[config.mk]
export PLATFORM = sky130hd
export DESIGN_NAME = varlat_div
export DESIGN_NICKNAME = d
export VERILOG_FILES = /design/src/rtl/vld_pkg.sv /design/src/rtl/vld_size.sv /design/src/rtl/vld_latency.sv /design/src/rtl/vld_core.sv /design/src/rtl/varlat_div.sv
export SDC_FILE = /design/constraint.sdc
export NUM_CORES = 1
export LEC_CHECK = 0
export ABC_AREA = 1
export BUFFER_PORTS_ARGS = -buffer_cell sky130_fd_sc_hd__buf_2
export CAP_MARGIN = 20
export CORE_ASPECT_RATIO = 2
export CORE_MARGIN = 1.5
export CORE_UTILIZATION = 45
export CTS_BUF_LIST = sky130_fd_sc_hd__clkbuf_4
export CTS_CLUSTER_DIAMETER = 30
export DETAILED_ROUTE_END_ITERATION = 10
export GPL_ROUTABILITY_DRIVEN = 0
export PLACE_DENSITY = 0.69
export SLEW_MARGIN = 40
export SYNTH_ARGS = -nofsm -noshare
export SYNTH_HDL_FRONTEND = slang
export SYNTH_SLANG_ARGS = --single-unit
[constraint.sdc]
create_clock -name clk_i -period 6 [get_ports clk_i]
set_input_delay 1.2 -clock clk_i [delete_from_list [all_inputs] [get_ports clk_i]]
set_output_delay 1.2 -clock clk_i [all_outputs]
set_load 0.01 [all_outputs]
[src/rtl/vld_pkg.sv]
package vld_pkg;
  localparam int unsigned PAIR    = 2;
  localparam int unsigned U_SHORT = 2;
  localparam int unsigned U_BASE  = 3;
  localparam int unsigned U_ZERO  = 2;
  localparam int unsigned S_SHORT = 3;
  localparam int unsigned S_BASE  = 5;
  localparam int unsigned S_ZERO  = 3;
endpackage

[src/rtl/vld_size.sv]
module vld_size #(
  parameter int unsigned W   = 32,
  parameter int unsigned SZW = 5
) (
  input  logic [W-1:0]   val_i,
  input  logic           signed_i,
  output logic [W-1:0]   mag_o,
  output logic [SZW-1:0] size_o,
  output logic           neg_o
);
  always_comb begin
    neg_o  = signed_i & val_i[W-1];
    mag_o  = neg_o ? (~val_i + 1'b1) : val_i;
    size_o = '0;
    // highest set bit wins, grouped two positions per step
    for (int i = 0; i < int'(W); i++)
      if (mag_o[i]) size_o = SZW'((i + 2) / 2);
  end
endmodule

[src/rtl/vld_latency.sv]
module vld_latency
  import vld_pkg::*;
#(
  parameter int unsigned SZW  = 5,
  parameter int unsigned LATW = 5
) (
  input  logic [SZW-1:0]  nb_i,
  input  logic [SZW-1:0]  db_i,
  input  logic            signed_i,
  input  logic            ovf_i,
  output logic [LATW-1:0] lat_o
);
  logic [SZW-1:0] diff;

  always_comb begin
    diff = nb_i - db_i;
    if (ovf_i)
      lat_o = signed_i ? LATW'(S_ZERO) : LATW'(U_ZERO);
    else if (nb_i < db_i)
      lat_o = signed_i ? LATW'(S_SHORT) : LATW'(U_SHORT);
    else
      lat_o = (signed_i ? LATW'(S_BASE) : LATW'(U_BASE)) + LATW'(diff);
  end
endmodule

[src/rtl/vld_core.sv]
module vld_core
  import vld_pkg::*;
#(
  parameter int unsigned W   = 32,
  parameter int unsigned SZW = 5
) (
  input  logic           clk_i,
  input  logic           rst_ni,
  input  logic           load_i,
  input  logic           go_i,
  input  logic [W-1:0]   rem_i,
  input  logic [W-1:0]   dvs_i,
  input  logic [SZW-1:0] pair_i,
  output logic           active_o,
  output logic [W-1:0]   quot_o
);
  localparam int unsigned BW = $clog2(W);

  logic [W-1:0]   rem_q, dvs_q, q_q, rem_n, q_n;
  logic [SZW-1:0] pair_q;
  logic           act_q;

  // two restoring steps per cycle, top bit of the pair first
  always_comb begin
    logic [2*W-1:0] trial;
    logic [BW-1:0]  bitpos;
    rem_n = rem_q;
    q_n   = q_q;
    for (int k = 0; k < int'(PAIR); k++) begin
      bitpos = BW'(int'(PAIR) * int'(pair_q) + int'(PAIR) - 1 - k);
      trial  = {{W{1'b0}}, dvs_q} << bitpos;
      if ({{W{1'b0}}, rem_n} >= trial) begin
        rem_n     = rem_n - trial[W-1:0];
        q_n[bitpos] = 1'b1;
      end
    end
  end

  always_ff @(posedge clk_i or negedge rst_ni) begin
    if (!rst_ni) begin
      rem_q  <= '0;
      dvs_q  <= '0;
      q_q    <= '0;
      pair_q <= '0;
      act_q  <= 1'b0;
    end else if (load_i) begin
      rem_q  <= rem_i;
      dvs_q  <= dvs_i;
      q_q    <= '0;
      pair_q <= pair_i;
      act_q  <= go_i;
    end else if (act_q) begin
      rem_q <= rem_n;
      q_q   <= q_n;
      if (pair_q == '0) act_q <= 1'b0;
      else              pair_q <= pair_q - 1'b1;
    end
  end

  assign active_o = act_q;
  assign quot_o   = q_q;

  // finished remainder is below the divisor
  assert_rem_below_R6: assert property (@(posedge clk_i) disable iff (!rst_ni)
    (!load_i && $fell(act_q)) |-> (rem_q < dvs_q));
endmodule

[src/rtl/varlat_div.sv]
module varlat_div
  import vld_pkg::*;
#(
  parameter int unsigned W = 32
) (
  input  logic         clk_i,
  input  logic         rst_ni,
  input  logic         start_i,
  input  logic         signed_i,
  input  logic [W-1:0] dividend_i,
  input  logic [W-1:0] divisor_i,
  output logic         busy_o,
  output logic         done_o,
  output logic [W-1:0] quot_o,
  output logic         ovf_o
);
  localparam int unsigned NSZ  = W / PAIR;
  localparam int unsigned SZW  = $clog2(NSZ + 1);
  localparam int unsigned LATW = $clog2(S_BASE + NSZ + 2);
  localparam int unsigned LMIN = U_SHORT;
  localparam int unsigned LMAX = S_BASE + NSZ;

  logic [W-1:0]   opnd [2];
  logic [W-1:0]   mag  [2];
  logic [SZW-1:0] sz   [2];
  logic           neg  [2];

  assign opnd[0] = dividend_i;
  assign opnd[1] = divisor_i;

  for (genvar g = 0; g < 2; g++) begin : g_size
    vld_size #(.W(W), .SZW(SZW)) u_size (
      .val_i    (opnd[g]),
      .signed_i (signed_i),
      .mag_o    (mag[g]),
      .size_o   (sz[g]),
      .neg_o    (neg[g])
    );
  end

  logic accept, div_zero, min_neg1, ovf_d;
  logic [LATW-1:0] lat_d;

  assign div_zero = (divisor_i == '0);
  assign min_neg1 = signed_i && (dividend_i == {1'b1, {(W-1){1'b0}}}) && (&divisor_i);
  assign ovf_d    = div_zero | min_neg1;

  vld_latency #(.SZW(SZW), .LATW(LATW)) u_lat (
    .nb_i     (sz[0]),
    .db_i     (sz[1]),
    .signed_i (signed_i),
    .ovf_i    (ovf_d),
    .lat_o    (lat_d)
  );

  logic           busy_q, ovf_q, neg_q, done;
  logic [LATW-1:0] cnt_q;
  logic [W-1:0]   last_q, core_q, res;
  logic           core_act;

  assign accept = start_i & ~busy_q;
  assign done   = busy_q && (cnt_q == LATW'(1));

  vld_core #(.W(W), .SZW(SZW)) u_core (
    .clk_i    (clk_i),
    .rst_ni   (rst_ni),
    .load_i   (accept),
    .go_i     (~ovf_d & (sz[0] >= sz[1])),
    .rem_i    (mag[0]),
    .dvs_i    (mag[1]),
    .pair_i   (sz[0] - sz[1]),
    .active_o (core_act),
    .quot_o   (core_q)
  );

  assign res = neg_q ? (~core_q + 1'b1) : core_q;

  always_ff @(posedge clk_i or negedge rst_ni) begin
    if (!rst_ni) begin
      busy_q <= 1'b0;
      cnt_q  <= '0;
      ovf_q  <= 1'b0;
      neg_q  <= 1'b0;
      last_q <= '0;
    end else begin
      if (accept) begin
        busy_q <= 1'b1;
        cnt_q  <= lat_d;
        ovf_q  <= ovf_d;
        neg_q  <= neg[0] ^ neg[1];
      end else if (busy_q) begin
        cnt_q <= cnt_q - 1'b1;
        if (done) busy_q <= 1'b0;
      end
      if (done && !ovf_q) last_q <= res;
    end
  end

  assign busy_o = busy_q;
  assign done_o = done;
  assign ovf_o  = ovf_q;
  assign quot_o = (done && !ovf_q) ? res : last_q;

  assert_done_single_R9: assert property (@(posedge clk_i) disable iff (!rst_ni)
    done_o |=> !done_o);
  assert_busy_hold_R9: assert property (@(posedge clk_i) disable iff (!rst_ni)
    (busy_o && !done_o) |=> busy_o);
  // bounds
  assert_lat_range_R4: assert property (@(posedge clk_i) disable iff (!rst_ni)
    accept |-> (lat_d >= LATW'(LMIN) && lat_d <= LATW'(LMAX)));
  assert_core_idle_R6: assert property (@(posedge clk_i) disable iff (!rst_ni)
    done_o |-> !core_act);
  assert_ovf_keep_R5: assert property (@(posedge clk_i) disable iff (!rst_ni)
    (done_o && ovf_o) |=> (quot_o == $past(quot_o)));
  assert_start_ignored_R10: assert property (@(posedge clk_i) disable iff (!rst_ni)
    (busy_o && start_i) |=> (ovf_o == $past(ovf_o)));
endmodule

==> results of run 1 <==
## sequential cells by signal, summed over array words and instances (netlist names)
signal           count
u_core.quot_o       32
neg_q                1
u_core.pair_q        5
last_q              32
busy_o               1
ovf_o                1
u_core.rem_q        32
u_core.dvs_q        32
cnt_q                5
u_core.active_o      1
## cells in the mapped netlist (9+ instances only)
master and n:
sky130_fd_sc_hd__xor2_1 93, sky130_fd_sc_hd__o21a_1 17, sky130_fd_sc_hd__and2_1 17, sky130_fd_sc_hd__inv_1 290
sky130_fd_sc_hd__dfrtp_1 142, sky130_fd_sc_hd__xnor2_1 22, sky130_fd_sc_hd__a21o_1 9, sky130_fd_sc_hd__a31oi_1 24
sky130_fd_sc_hd__a21oi_1 148, sky130_fd_sc_hd__nand4_1 36, sky130_fd_sc_hd__clkbuf_1 41, sky130_fd_sc_hd__nand2_1 820
sky130_fd_sc_hd__a22oi_1 12, sky130_fd_sc_hd__ha_1 78, sky130_fd_sc_hd__buf_1 18, sky130_fd_sc_hd__o21ai_0 147
sky130_fd_sc_hd__nand3b_1 9, sky130_fd_sc_hd__nor3_1 33, sky130_fd_sc_hd__o211ai_1 14, sky130_fd_sc_hd__buf_2 23
sky130_fd_sc_hd__nand3_1 289, sky130_fd_sc_hd__o21bai_1 10, sky130_fd_sc_hd__nor2_1 326, sky130_fd_sc_hd__nor4_1 23
## final cells by class
class | count | area, µm² | share of cell area, %
antenna | 1 | 2.50 | 0.0133
timing repair inverter | 1 | 11.3 | 0.0597
clock inverter | 13 | 201 | 1.07
clock buffer | 19 | 143 | 0.756
sequential | 142 | 3560 | 18.9
inverter | 297 | 1130 | 6.01
tap | 450 | 563 | 2.98
timing repair buffer | 237 | 1780 | 9.41
multi-input combinational | 2190 | 11500 | 60.8
## worst min-delay path by stage
| stage | from | end | slack (ns) | cells after the start |
|---|---|---|---|---|
| 5_1_grt | last_q[29]$_DFF_PN0_ | last_q[29]$_DFF_PN0_ | 0.53 | 2 |
| 4_1_cts | last_q[30]$_DFF_PN0_ | last_q[30]$_DFF_PN0_ | 0.49 | 2 |
| 6_report | last_q[30]$_DFF_PN0_ | last_q[30]$_DFF_PN0_ | 0.49 | 2 |
| 2_1_floorplan | u_core.dvs_q[2]$_DFFE_PN0P_ | u_core.dvs_q[2]$_DFFE_PN0P_ | 0.47 | 2 |
| 3_5_place_dp | last_q[30]$_DFF_PN0_ | last_q[30]$_DFF_PN0_ | 0.46 | 2 |
| 3_3_place_gp | last_q[12]$_DFF_PN0_ | last_q[12]$_DFF_PN0_ | 0.47 | 2 |
## metrics by stage
stage / cell area (µm²) / hold slack, ns / TNS [ns]
floorplan: 16200 / 0.469 / 0
global placement: 17700 / 0.466 / 0
detailed placement: 17700 / 0.461 / 0
CTS: 18000 / 0.492 / 0
global route: 18900 / 0.526 / -13.31
finish: 18900 / 0.490 / 0
## cells by family after synthesis
logic type	share of synthesized area (%)
AOI/OAI and AO/OA	14.5
muxes	0.387
and+or+nand+nor	40.8
xor gates and xnor gates	6.22
adders and majority gates	6.40
DFF	22.0
buffers and inverters	9.78
## routing by layer
metal | vias to the layer above | share of wire [%]
met5 | - | 0
met4 | 0 | 10
met3 | 338 | 5.9
met2 | 947 | 48
met1 | 8803 | 35
li1 | 9233 | -
## critical path: cells and delay by family, from the launching register on
kind	cells	cell delay, ns
adder cells (fa/ha/maj)	2	0.65
AND/OR/NAND/NOR	20	2.16
buffers and inverters	7	0.95
AO/OA/AOI/OAI	7	1.44
flip-flops	1	0.61
## repair_timing
action | in CTS | in global routing
resized for setup | 0 | 122
hold buffers | 0 | 0
setup endpoints to repair | 0 | 48
setup buffers | 0 | 20
==> results.txt, run 1 <==
The tools report the worst clock skew on the final layout as 0.0257 ns. Clock buffer count from CTS: 17. The category of the worst setup path capture point is a flop. Counting stages on the worst path, the most repeated cell is sky130_fd_sc_hd__nand2_1. In this run the worst setup path begins at u_core.pair_q[0]$_DFFE_PN0P_.

The filler cells instantiated in the layout total 3,623. For this run, the detailed router's first-pass iteration total came to 6. When the netlist entered floorplanning its net count stood at 2,874. Detailed placement ended at an HPWL of 47,400 µm.

The smallest clock period supported by the final layout is computed as 5.89 ns. CTS built an H-tree with a depth of 4. For the worst flop-to-flop path, the logic depth is 36.

In this run the critical register-to-register path is launched from u_core.pair_q[0]$_DFFE_PN0P_. The critical path ends at u_core.rem_q[25]$_DFFE_PN0P_. In this run, placement finished with an instance count of 3,288. The max capacitance violation total was 0. The root buffer cell chosen for the clock tree is sky130_fd_sc_hd__clkbuf_4. The flow ran to the end, and the final reports show no timing, DRC or antenna violations.

The die covers 37,200 µm². Slowest cell on the critical path: sky130_fd_sc_hd__dfrtp_4. The top cell types in the final layout, fill and taps aside, are sky130_fd_sc_hd__nand2_1, sky130_fd_sc_hd__nor2_1, sky130_fd_sc_hd__inv_1. The final clock period utilization by the worst path came out at 98.2%. Most common library cell in the layout ignoring fill and taps: sky130_fd_sc_hd__nand2_1.

The run gives 92,200 µm as the first-pass GRT wire length. For the cell count after synthesis, the log shows 2,725. The most used flip-flop cell after synthesis is sky130_fd_sc_hd__dfrtp_1. The path class of the tightest hold or removal check is flop to flop. The register-to-register setup slack was 0.11 ns; the combined area of all synthesized cells was 16,200 µm². The dominant cell type by area after synthesis was sky130_fd_sc_hd__dfrtp_1. The region available for standard cell placement spans 35,600 µm². The die height was 271 µm. The ratio of cells with drive above 1 in the final layout is 12.9%.

Excluding fillers, the count of instances in the completed layout stands at 3,350. For the clock latency of the later-clocked register in the worst-skew pair, the log shows 0.60 ns. In the global route stage, overall resource usage came out at 31.9%.

In the final routed layout, each cell accounts on average for 18.4 µm. Global routing consumed, on the met3 layer, 3.83% of the routing resources. The run gives 6.50 ns as the required time at the endpoint of the critical path. For this run the aggregate overflow at the end of global routing stands at 0. Number of hold-slack violations in the final timing report: 0.

The fraction of registers with async set/reset was 100%. The fraction of synthesized cell area taken by the top area cell type came out at 22.0%. In this run the tightest slew margin relative to its limit is 41.8%. The run gives 0 as the number of max-slew violations in the final report. The die is 137 µm wide. The logs give 0.170 GHz for the maximum frequency from static timing analysis and 0 for the number of endpoints failing setup at the final stage. A synthesized cell averages 5.94 µm². By area the synthesized netlist is led by sky130_fd_sc_hd__dfrtp_1, sky130_fd_sc_hd__nand2_1, sky130_fd_sc_hd__nand3_1, sky130_fd_sc_hd__nor2_1, sky130_fd_sc_hd__inv_1. Endpoint of the worst-slack reg-to-reg timing path: u_core.rem_q[25]$_DFFE_PN0P_.

At the pin with the least slew margin, the transition time is 0.870 ns. Most congested layer reported by global routing: met2. On the worst path, the slowest cell contributes a delay of 0.61 ns.

Clock tree synthesis found a total of 142 sinks. The maximum number of pins on one net before global-route repair was 90. The number of primary I/O pins was 103. The worst setup path is launched from a flop. TritonCTS built the clock tree.

The met2 track demand over resource is 54.8%, and the count of flip-flops with a built-in enable after synthesis is 0. The via total after detailed routing was 19.3k. Number of global-route vias before repair: 18.3k.

In this run the worst path has a maximum fanout of 15. The total detailed-routing wirelength was 61,700 µm; the flip-flop and latch count after synthesis was 142. The area added between synthesis and finish is 16.6%. Clock-pin slew was measured on the worst setup and hold paths at 0.15 ns. For the count of standard-cell rows, the log shows 98.

Worst setup path category: flop to flop. The post-layout worst setup margin is 0.109 ns. The tools report the sequential-to-total area share from yosys stat as 22.0%. The synthesized netlist contains 51 unique library cells. Setup repair after global routing could not meet its margin everywhere. Layout net count: 3,035. The final core utilization was 53.1%; the ratio of routed vias to standard cells was 5.77. For met1 alone, demand over resource in global routing was 33.9%. Data arrives at the worst endpoint at 6.39 ns. The clock passes through at most 2 buffers. Input and output buffers added on the ports amount to 102. Count of antenna-violating nets left after detailed routing: 0. The number of DRC violations after detailed-routing iteration 0 is 1,596. The remaining routing DRC violations was 0. The number of antenna violations at the first check in global routing was 1. Count of warnings emitted by yosys: 0. The starting utilization of the core area is 45.5%, and the post-placement setup slack is 0.223 ns.
Power of run 1 is not shown: default switching activity piles up to over one toggle a cycle in this logic, so the estimate is an artifact.
==> run 2: changes to the inputs <==
- BUFFER_PORTS_ARGS: -buffer_cell sky130_fd_sc_hd__buf_2 -> -buffer_cell sky130_fd_sc_hd__clkbuf_2
- REMOVE_ABC_BUFFERS: unset -> 1
==> run 2 against run 1 <==
Compared with the run above:
- cell count is 1.1% lower
- maximum frequency grew 3.1%
- sequential share of layout area grew 0.61 points
- global-route usage rose by 0.47 points
- non-clock buffer count down 37
- via count fell by 0.86%
- sequential cell count unchanged
- routed wire length fell by 2.7%
- worst setup slack better by 0.18 ns
==> results.txt, run 2 (same netlist as run 1, synthesis figures left out) <==
The run finished with clean final reports. The core box area came out at 35,600 µm². After layout, the minimum clock period comes to 5.72 ns.

The number of max-slew violations in the final report was 0. The clock latency of the later-clocked register in the worst-skew pair was 0.65 ns; the final-layout fill cell count was 3,646. The number of global-route vias before repair was 18.6k; the count of standard-cell rows was 98.

In this run the tightest slew margin relative to its limit is 45.4%. The tools report the required time at the endpoint of the critical path as 6.52 ns. Setup repair after global routing left no endpoint under its margin. In this run the remaining antenna-violating nets after routing total 0. The nature of the critical path startpoint is a flop. For the area of all sequential standard cells, the log shows 3560 µm². Register clock-pin slew on the reported worst setup and hold paths: 0.16 ns. The die is 137 µm wide.

Among all stages on the critical path, the largest delay is contributed by sky130_fd_sc_hd__dfrtp_2. Before antenna repair, the detailed router went through 8 iterations. TritonCTS built the clock tree.

The logs give 2,998 for the layout net count and 0 for the remaining global-route overflow. For the pin with the worst max-slew slack, the measured transition is 0.818 ns. The critical path is of the flop to flop type. The ratio of cells with drive above 1 in the final layout is 10.2%.

By instance count, the cell type seen most on the critical path is sky130_fd_sc_hd__nand2_1. STA puts the critical path data arrival time at 6.24 ns. The final clock period utilization by the worst path is 95.3%, and the mean routed wirelength per cell is 18.1 µm. In the routed design, unresolved DRC markers number 0. The number of hold buffers added after CTS was 0.

For this run, the slowest stage of the critical path takes 0.54 ns. Leaving out fill and tap cells, the most frequent cells in the layout are sky130_fd_sc_hd__nand2_1, sky130_fd_sc_hd__nor2_1, sky130_fd_sc_hd__nand3_1. The most common library cell in the layout ignoring fill and taps was sky130_fd_sc_hd__nand2_1. The maximum frequency from static timing analysis is 0.175 GHz, and the number of endpoints failing setup at the final stage is 0.

The clock arrives with 0.0393 ns of skew. Kind of path behind the tightest hold check: input pin to async pin. The tool flagged a number of max-cap violations equal to 0. In the global route stage, overall resource usage came out at 32.4%.

The via total after detailed routing came out at 19.2k. The largest fanout of any net on the critical path is 27, and the maximum root-to-sink buffer count is 2. The first-pass GRT wire length is 93,300 µm, and the clock buffer count from CTS is 17.

The routed design has 60,100 µm of wire. Counting every sink on the clock net gives 142. The die covers 37,200 µm².

The run gives 4 as the total number of H-tree levels. Using the TritonRoute via totals, the vias-per-cell ratio works out to 5.78. Measured on the finished design, the core utilization comes to 51.4%.

The count of buffers added on input and output ports is 102. The area added between synthesis and finish was 12.9%. The die height is 271 µm, and the maximum number of pins on one net before global-route repair is 99.

The starting utilization of the core area is 45.5%. Summing all multi-input logic gate instances after layout gives 11,200 µm². After legalization and detailed placement, the total HPWL measured 47,700 µm. The number of antenna violations at the first check in global routing was 1.

The run gives 1,630 as the number of DRC violations after detailed-routing iteration 0. CTS placed an instance of sky130_fd_sc_hd__clkbuf_4 at the clock tree root. Number of primary I/O pins: 103.

The worst setup path is captured at a flop. The number of hold-slack violations in the final timing report came out at 0.
[run 2: what timing repair did]
action                                  4_1_cts  5_1_grt
gates resized for setup                       0       72
endpoints found under the setup margin        0       48
buffers inserted                              0        2
[run 2: worst paths after layout]
check | slack, ns | cells after the start | end | start
max | 0.28 | 36 | u_core.quot_o[14]$_DFFE_PN0P_ | u_core.pair_q[0]$_DFFE_PN0P_
min | 0.40 | 1 | u_core.rem_q[17]$_DFFE_PN0P_ | rst_ni
max reg2reg | 0.28 | 36 | u_core.quot_o[14]$_DFFE_PN0P_ | u_core.pair_q[0]$_DFFE_PN0P_
min reg2reg | 0.50 | 2 | last_q[12]$_DFF_PN0_ | last_q[12]$_DFF_PN0_
max in group asynchronous | 4.23 | 3 | u_core.pair_q[0]$_DFFE_PN0P_ | rst_ni
min in group clk_i | 0.50 | 2 | last_q[12]$_DFF_PN0_ | last_q[12]$_DFF_PN0_
[run 2: worst max-delay path: cells and delay by family, from the launching register on]
| kind | cells | cell delay (ns) |
|---|---|---|
| AO/OA/AOI/OAI | 4 | 0.75 |
| buffers and inverters | 6 | 1.02 |
| adder cells (fa/ha/maj) | 2 | 0.76 |
| flip-flops | 1 | 0.54 |
| AND/OR/NAND/NOR | 24 | 2.55 |
[run 2: routing by layer]
layer	track usage [%]	vias to the layer above	wire length (µm)
li1	-	9172	-
met1	34.0	8780	21400
met2	54.9	903	29100
met3	3.98	299	3410
met4	29.9	0	6160
met5	0.136	-	0
[run 2: cell type report]
type,count,area share (%)
inverters,297,6.21
repair inverters,1,0.0342
repair buffers,200,7.71
well taps,450,3.08
multi-input cells,2190,61.4
clock inverters,12,1.27
diodes,1,0.0137
flip-flops and latches,142,19.5
clock buffers,19,0.780
[run 2: through the flow]
stage          TNS, ns  hold slack (ns)  instance area [µm²]  std cells  setup slack [ns]
2_1_floorplan  -144.21            0.469                15700       2629             -2.83
3_3_place_gp         0            0.466                17600       3275            0.0793
3_5_place_dp         0            0.472                17600       3275            0.0556
4_1_cts              0            0.506                18000       3306            0.0481
5_1_grt              0            0.389                18300       3312           0.00804
6_report             0            0.398                18300       3312             0.284
Power of run 2 is left out for the same reason.
